`src/rtl/tmr_pkg.sv`:
```
`timescale 1ns/1ps
package tmr_pkg;
  localparam int CODE_W = 3;

  typedef enum logic [1:0] {
    REG_DIV  = 2'd0,
    REG_INIT = 2'd1,
    REG_CUR  = 2'd2,
    REG_NONE = 2'd3
  } reg_sel_e;

  // Pick the split code out of a divide-register write: bit 3 on top, bits 1:0 below.
  function automatic logic [CODE_W-1:0] code_of(input logic [31:0] d);
    return {d[3], d[1:0]};
  endfunction

  // Lay the code back out in the register's bit positions.
  function automatic logic [31:0] reg_of(input logic [CODE_W-1:0] c);
    return {28'd0, c[2], 1'b0, c[1:0]};
  endfunction
endpackage

```
`src/rtl/tmr_div_decode.sv`:
```
`timescale 1ns/1ps
module tmr_div_decode #(
  parameter int CODE_W = 3
) (
  input  logic [CODE_W-1:0] code_i,
  output logic [CODE_W-1:0] shift_o
);
  // The rotated mapping: the shift is one more than the code, wrapping at the field width.
  always_comb shift_o = code_i + CODE_W'(1);
endmodule

```
`src/rtl/tmr_prescaler.sv`:
```
`timescale 1ns/1ps
module tmr_prescaler #(
  parameter int CODE_W    = 3,
  parameter int PRE_SHIFT = 4
) (
  input  logic              clk,
  input  logic              rst,
  input  logic              restart_i,
  input  logic              run_i,
  input  logic [CODE_W-1:0] shift_i,
  output logic              tick_o
);
  localparam int MAX_SHIFT = (1 << CODE_W) - 1;
  localparam int SUB_W     = PRE_SHIFT + MAX_SHIFT + 1;

  logic [SUB_W-1:0]  sub_q;
  logic [CODE_W-1:0] shift_q;
  logic [SUB_W-1:0]  last_v;

  always_comb begin
    last_v = (SUB_W'(1) << (SUB_W'(PRE_SHIFT) + SUB_W'(shift_q))) - SUB_W'(1);
    tick_o = run_i && (sub_q == last_v);
  end

  // The divide setting is sampled only on a restart or at a step boundary.
  always_ff @(posedge clk) begin
    if (rst) begin
      sub_q   <= '0;
      shift_q <= '0;
    end else if (restart_i || tick_o) begin
      sub_q   <= '0;
      shift_q <= shift_i;
    end else if (run_i) begin
      sub_q   <= sub_q + SUB_W'(1);
    end
  end

  assert_sub_in_window_R2: assert property (@(posedge clk) disable iff (rst)
    sub_q <= last_v);
  assert_phase_clears_R8: assert property (@(posedge clk) disable iff (rst)
    tick_o |=> (sub_q == '0));
endmodule

```
`src/rtl/tmr_counter.sv`:
```
`timescale 1ns/1ps
module tmr_counter #(
  parameter int CNT_W = 32
) (
  input  logic             clk,
  input  logic             rst,
  input  logic             load_i,
  input  logic [CNT_W-1:0] load_val_i,
  input  logic             tick_i,
  output logic [CNT_W-1:0] cnt_o,
  output logic             run_o,
  output logic             expire_o
);
  logic [CNT_W-1:0] cnt_q;
  logic             exp_q;

  always_ff @(posedge clk) begin
    if (rst) begin
      cnt_q <= '0;
      exp_q <= 1'b0;
    end else begin
      exp_q <= 1'b0;
      if (load_i) begin
        cnt_q <= load_val_i;
      end else if (tick_i && cnt_q != '0) begin
        cnt_q <= cnt_q - CNT_W'(1);
        if (cnt_q == CNT_W'(1)) exp_q <= 1'b1;
      end
    end
  end

  assign cnt_o    = cnt_q;
  assign run_o    = (cnt_q != '0);
  assign expire_o = exp_q;

  assert_single_pulse_R6: assert property (@(posedge clk) disable iff (rst)
    expire_o |=> !expire_o);
  assert_hold_zero_R6: assert property (@(posedge clk) disable iff (rst)
    (cnt_q == '0 && !load_i) |=> (cnt_q == '0));
  assert_step_by_one_R4: assert property (@(posedge clk) disable iff (rst)
    !load_i |=> (cnt_q == $past(cnt_q) || cnt_q == $past(cnt_q) - CNT_W'(1)));
  assert_zero_load_silent_R7: assert property (@(posedge clk) disable iff (rst)
    (load_i && load_val_i == '0) |=> !expire_o);
endmodule

```
`src/rtl/tick_countdown_timer.sv`:
```
`timescale 1ns/1ps
module tick_countdown_timer
  import tmr_pkg::*;
#(
  parameter int CNT_W     = 32,
  parameter int PRE_SHIFT = 4
) (
  input  logic        clk,
  input  logic        rst,
  input  logic        wr_en,
  input  logic [1:0]  wr_addr,
  input  logic [31:0] wr_data,
  input  logic [1:0]  rd_addr,
  output logic [31:0] rd_data,
  output logic        expire
);
  logic [CODE_W-1:0] code_q;
  logic [CNT_W-1:0]  init_q;
  logic [CODE_W-1:0] shift_w;
  logic [CNT_W-1:0]  cur_w;
  logic              run_w, tick_w, load_w;

  assign load_w = wr_en && (wr_addr == REG_INIT);

  always_ff @(posedge clk) begin
    if (rst) begin
      code_q <= '0;
      init_q <= '0;
    end else if (wr_en) begin
      if (wr_addr == REG_DIV)  code_q <= code_of(wr_data);
      if (wr_addr == REG_INIT) init_q <= CNT_W'(wr_data);
    end
  end

  tmr_div_decode #(.CODE_W(CODE_W)) u_decode (
    .code_i (code_q),
    .shift_o(shift_w)
  );

  tmr_prescaler #(.CODE_W(CODE_W), .PRE_SHIFT(PRE_SHIFT)) u_prescale (
    .clk      (clk),
    .rst      (rst),
    .restart_i(load_w),
    .run_i    (run_w),
    .shift_i  (shift_w),
    .tick_o   (tick_w)
  );

  tmr_counter #(.CNT_W(CNT_W)) u_count (
    .clk       (clk),
    .rst       (rst),
    .load_i    (load_w),
    .load_val_i(CNT_W'(wr_data)),
    .tick_i    (tick_w),
    .cnt_o     (cur_w),
    .run_o     (run_w),
    .expire_o  (expire)
  );

  always_comb begin
    case (reg_sel_e'(rd_addr))
      REG_DIV:  rd_data = reg_of(code_q);
      REG_INIT: rd_data = 32'(init_q);
      REG_CUR:  rd_data = 32'(cur_w);
      default:  rd_data = '0;
    endcase
  end

  assert_cur_write_ignored_R5: assert property (@(posedge clk) disable iff (rst)
    (wr_en && wr_addr == REG_CUR && !tick_w) |=> (cur_w == $past(cur_w)));
  assert_reset_quiet_R9: assert property (@(posedge clk)
    $past(rst) |-> (!expire && cur_w == '0));
endmodule

```
`config.mk`:
```
export PLATFORM = sky130hd
export DESIGN_NAME = tick_countdown_timer
export DESIGN_NICKNAME = d
export VERILOG_FILES = /design/src/rtl/tmr_pkg.sv /design/src/rtl/tmr_div_decode.sv /design/src/rtl/tmr_prescaler.sv /design/src/rtl/tmr_counter.sv /design/src/rtl/tick_countdown_timer.sv
export SDC_FILE = /design/constraint.sdc
export NUM_CORES = 1
export LEC_CHECK = 0
export CAP_MARGIN = 20
export CORE_ASPECT_RATIO = 2
export CORE_UTILIZATION = 35
export DETAILED_ROUTE_END_ITERATION = 12
export DONT_BUFFER_PORTS = 1
export PLACE_DENSITY = 0.5
export REMOVE_ABC_BUFFERS = 1
export SYNTH_ARGS = -nofsm -noshare
export SYNTH_HDL_FRONTEND = slang
export SYNTH_SLANG_ARGS = --single-unit
```
`constraint.sdc`:
```
create_clock -name clk -period 2.9 [get_ports clk]
set_input_delay 0.145 -clock clk [delete_from_list [all_inputs] [get_ports clk]]
set_output_delay 0.145 -clock clk [all_outputs]
set_load 0.005 [all_outputs]
```
=== Word level (Yosys, flattened, before mapping) ===
Cells that the tools add are included.

* $add $sub $neg: 5
* Eq/ne operators: 5
* Shifts and indexed selects: 1
* Muxes and demuxes: 4
* Bitwise gates (word level): 1
* Reduce and logical (&&, ||, !) cells: 12

{| class="wikitable"
|+ Operators with widths
! cell !! number
|-
| case mux 32 bit (3 select lines) || 1
|-
| 2-to-1 mux 32 bit || 2
|-
| equality test 32 x 1 -> 1 bit (second input constant) || 1
|-
| nonzero test 32 bit || 1
|-
| subtractor 32 x 1 -> 32 bit (second input constant) || 1
|-
| adder 12 x 1 -> 12 bit (second input constant) || 1
|-
| equality test 12 bit || 1
|-
| left shift 1 x 12 -> 12 bit (first input constant) || 1
|-
| subtractor 12 x 2 -> 12 bit (second input constant) || 1
|-
| adder 3 x 3 -> 4 bit (first input constant) || 1
|-
| equality test 2 x 1 -> 1 bit (second input constant) || 2
|-
| zero test 2 bit || 2
|-
| AND reduction 2 bit || 2
|-
| adder 3 x 1 -> 3 bit (second input constant) || 1
|-
| logical AND 1 bit || 3
|-
| OR reduction 3 bit || 1
|-
| equality test 2 bit (second input constant) || 1
|-
| nonzero test 2 bit || 1
|-
| OR reduction 2 bit || 1
|-
| logical OR 1 bit || 1
|-
| 2-to-1 mux 1 bit || 1
|-
| NOT 1 bit || 1
|}

* Register bits: 83
* Input bits: 39
* Output and inout bits: 33
* Word-level logic and storage cells: 34

=== Logic depth before layout (Yosys ltp) ===
* Depth in word-level cells: 8
* Gate-level depth with buffers: 11
* Depth with buffers taken out: 8

=== Cells and area by module ===
Synthesis repeated with hierarchy kept, for this count alone.

* Cell total of the unflattened synthesis: 546
* Area total of the unflattened synthesis: 4,951.0 um^2

{| class="wikitable"
|+ By module, submodules not included
! module !! times used !! cells an instance !! area each (um^2) !! seq. area each (um^2)
|-
| tmr_counter || 1 || 255 || 2,114.5 || 660.6
|-
| tick_countdown_timer || 1 || 195 || 1,993.2 || 700.7
|-
| tmr_prescaler || 1 || 93 || 818.3 || 300.3
|-
| tmr_div_decode || 1 || 3 || 25.0 || 0.0
|}

=== Worst setup path before layout ===
No wires, ideal clock.

* Path kind: flip-flop to flip-flop
* Start: reg u_count.cnt_q[2], in the netlist u_count.cnt_o[2]
* End: reg u_count.cnt_q[22], in the netlist u_count.cnt_o[22]
* Library setup time: 0.137 ns
* Arrival time: 2.150 ns
* Data required time: 2.763 ns
* Slack: 0.614 ns
* Stages on the path, launching flop included: 8
* Path buffers: 1
* Clock period less this slack: 2.286 ns
* Cell sequence: dfxtp_1 nor4_2 and4_1 clkbuf_2 nand3_1 or4_1 o41ai_1 a31oi_1

* Longest elaborated chain between the ends: 4
* Elaborated cells between the ends (all ways): 7
* Classes of those cells: add/sub: 1; mux: 2; reduce/logical: 4

{| class="wikitable"
|+ RTL lines
! item !! RTL line !! RTL
|-
| start, declared || tmr_counter.sv:14 || <nowiki>logic [CNT_W-1:0] cnt_q;</nowiki>
|-
| start signal, assigned || tmr_counter.sv:24 || <nowiki>cnt_q <= load_val_i;</nowiki>
|-
| start signal, assigned || tmr_counter.sv:26 || <nowiki>cnt_q <= cnt_q - CNT_W'(1);</nowiki>
|-
| branches (longest 4 deep; another with subtractor 32 x 1 -> 32 bit) || -- ||
|}

Several ways; the timed one is not identified. The select of a mux whose other input is x is not followed.
A chain may end at the register's enable or synchronous reset.

=== Final worst setup path ===
* Start: reg u_prescale.shift_q[2]
* End: reg u_count.cnt_q[21], in the netlist u_count.cnt_o[21]

* Longest elaborated chain between the ends: 7

{| class="wikitable"
|+ RTL lines
! item !! RTL line !! RTL
|-
| start, declared || tmr_prescaler.sv:17 || <nowiki>logic [CODE_W-1:0] shift_q;</nowiki>
|-
| start signal, assigned || tmr_prescaler.sv:32 || <nowiki>shift_q <= shift_i;</nowiki>
|-
| adder 3 x 3 -> 4 bit || tmr_prescaler.sv:21 || <nowiki>last_v = (SUB_W'(1) << (SUB_W'(PRE_SHIFT) + SUB_W'(shift_q))) - SUB_W'(1);</nowiki>
|-
| left shift 1 x 12 -> 12 bit || tmr_prescaler.sv:21 ||
|-
| subtractor 12 x 2 -> 12 bit || tmr_prescaler.sv:21 ||
|-
| equality test 12 bit || tmr_prescaler.sv:22 || <nowiki>tick_o = run_i && (sub_q == last_v);</nowiki>
|-
| logical AND 1 bit || tmr_prescaler.sv:22 ||
|-
| logical AND 1 bit || tmr_counter.sv:25 || <nowiki>end else if (tick_i && cnt_q != '0) begin</nowiki>
|-
| nonzero test 2 bit (no source line) || -- ||
|}

Every way passes these cells.

==> out/qor.yml <==
postRouteAntennaNets: 0
grt_pass1_vias: 4411
async_reset_ff_share_pct: 0
hold_class: "input port to flop"
p_per_area_nw_per_um2: 525
routed_wl_mm: 14.2
gp_congestion: 0.842
cp_max_fo: 23
tightest_slew_ns: 0.810
drt_iter0_drc: 196
fp.dieH_um: 161
syn_inst: 563
p_switching_uw: 796
seq_area_frac_synth_pct: 37.5
synth_compound_area_share_pct: 24.3
post_cts_buffers: 0
layout_common_cells: "nand2_1, dfxtp_1, a21oi_1"
skew_ns: 0.00769
die_area_um2: 13100
met2_usage_pct: 42.5
timing.max_cap.violations: 0
final_layout_size_suffix_gt1_share_pct: 8.53
numPortBuffers: 0
wl_per_cell_um: 19.4
p_clk_share_pct: 39.9
rsz0062_at_grt: "false"
busiest_layer: "met2"
final_common_cell: "nand2_1"
p_leak_uw: 0.00176
crit_type: "flop to flop"
p_total_uw: 2730
combPwrFrac_pct: 14.7
h-tree-depth: 3
final-max-slew-violation-count: 0
relSlewSlack_pct: 45.8
max_freq_mhz: 375
grt_max_degree: 93
p_int_uw: 1940
start_kind: "flop"
diodes: 0
synth_top_family_by_area: "simple AND/OR/NAND/NOR gates"
vias: 4291
endpoint_kind: "flop"
cts_root_buf: "clkbuf_16"
clockBufferDepth: 2
ff_latch_area_um2: 1660
synth_cell_types: 56
status: "finished clean"
cts_buffers: 9
cts.sinks: 83
synth-simple-area-share_pct: 27.1
drc: 0
clk_pin_slew_ns: 0.06
grt_use_met1_pct: 24.6
antenna_found_initial: 0
finalHoldViolCount: 0
met3_usage_pct: 4.18
grt_usage_pct: 23.2
holdWs_ns: 0.00563
tns_ns: 0
required_ns: 3.17
io_pins: 72
synthFlopType: "dfxtp_1"
die_w_um: 81.6
dr.pass1.iters: 5
clkLatencyLatePin_ns: 0.35
syn_avg_cell_area_um2: 7.87
ir_drop_uv: 335
synth-edff-count: 0
num_rows: 57
switching_share_pct: 29.1
finalCriticalPeriod_ns: 2.66
synthAdderAreaFrac_pct: 1.41
fill_cells: 1275
pwr-share-seq_pct: 45.3
start_util_pct: 36.1
arrival_ns: 2.94
hpwl_mm: 9.86
syn_area_um2: 4430
fin_area_um2: 5210
coreArea_um2: 12300
vias_per_cell: 5.85
place_area_um2: 4590
utilization_pct: 42.5
final-setup-viol-count: 0
cts_tree: "built"
synth.ff_latch_count: 83
ys_warn_count: 0
grt_pass1_wl_mm: 22.8
area_growth_pct: 17.5
synth_xor_area_share_pct: 3.16
multiInputGateArea_um2: 2570
synthMuxAreaShare_pct: 1.58
grt.overflow.total: 0
nets: 625
finalCritPeriodShare_pct: 91.9
metrics by stage:
stage,setup slack [ns],cells
2_1_floorplan,0.156,521
3_3_place_gp,0.345,685
3_5_place_dp,0.280,685
4_1_cts,0.253,733
5_1_grt,0.0171,733
6_report,0.236,733
what timing repair did:
action | in CTS | in global routing
endpoints found under the setup margin | 0 | 1
hold buffers | 32 | 0
resized for setup | 0 | 2
hold endpoints to repair | 45 | 0
cells by family after synthesis:
group	after synthesis
mux	7
buf+inv	50
compound gates	166
flops	83
simple gates	236
fa+ha+maj	5
xor+xnor	16
cell type report:
| cell class | count | share of cell area, % |
|---|---|---|
| Sequential cell | 83 | 31.9 |
| Clock buffer | 10 | 4.40 |
| Clock inverter | 6 | 0.937 |
| Tap cell | 147 | 3.53 |
| Multi-Input combinational cell | 430 | 49.4 |
| Inverter | 8 | 0.577 |
| Timing Repair Buffer | 49 | 9.27 |
power by group through the flow:
stage | sequential [uW] | combinational, uW | clock [uW]
2_1_floorplan | 1250 | 240 | 0
3_3_place_gp | 1260 | 350 | 0
3_5_place_dp | 1270 | 353 | 0
4_1_cts | 1240 | 404 | 1120
5_1_grt | 1250 | 446 | 1170
6_report | 1240 | 403 | 1090
metal layers:
metal,wire (um),up-vias
met4,477,0
li1,-,2106
met2,7980,92
met1,5350,2062
met5,0,-
met3,418,31
flip-flops by register name (all words and copies together), names as in the netlist:
register and flops:
code_q 3, init_q 32, u_count.cnt_o 32, u_count.expire_o 1
u_prescale.shift_q 3, u_prescale.sub_q 12
final timing paths:
check                      end             startpoint  slack, ns  cells after the start
min          u_count.cnt_o[28]            wr_data[28]      0.006                      2
max reg2reg  u_count.cnt_o[21]  u_prescale.shift_q[2]       0.24                      7
max          u_count.cnt_o[21]  u_prescale.shift_q[2]       0.24                      7
min reg2reg          init_q[2]              init_q[2]       0.45                      2
critical path, cell delays in order (launching register included):
cell,delay (ns)
dfxtp_1,0.54
or3b_1,0.39
a21oi_1,0.23
o22ai_1,0.18
or3_1,0.36
buf_4,0.22
or4_1,0.51
a31oi_1,0.16
synth_stat cells, drive strengths merged, types with 7 or more instances:
master  count  area (um^2)
nor3       18         95.1
inv         8         30.0
nor4       16          125
nor2       32          120
o21ai      38          190
a21oi      45          225
clkbuf     31          118
buf        11         68.8
nand2      94          353
a31oi      19          119
dfxtp      83         1660
mux2i       7         70.1
a22o       29          254
nand4       8         56.3
xnor2      13          114
nand3      15         75.1
or3        14         87.6
Power figures use the tool's default switching activity.
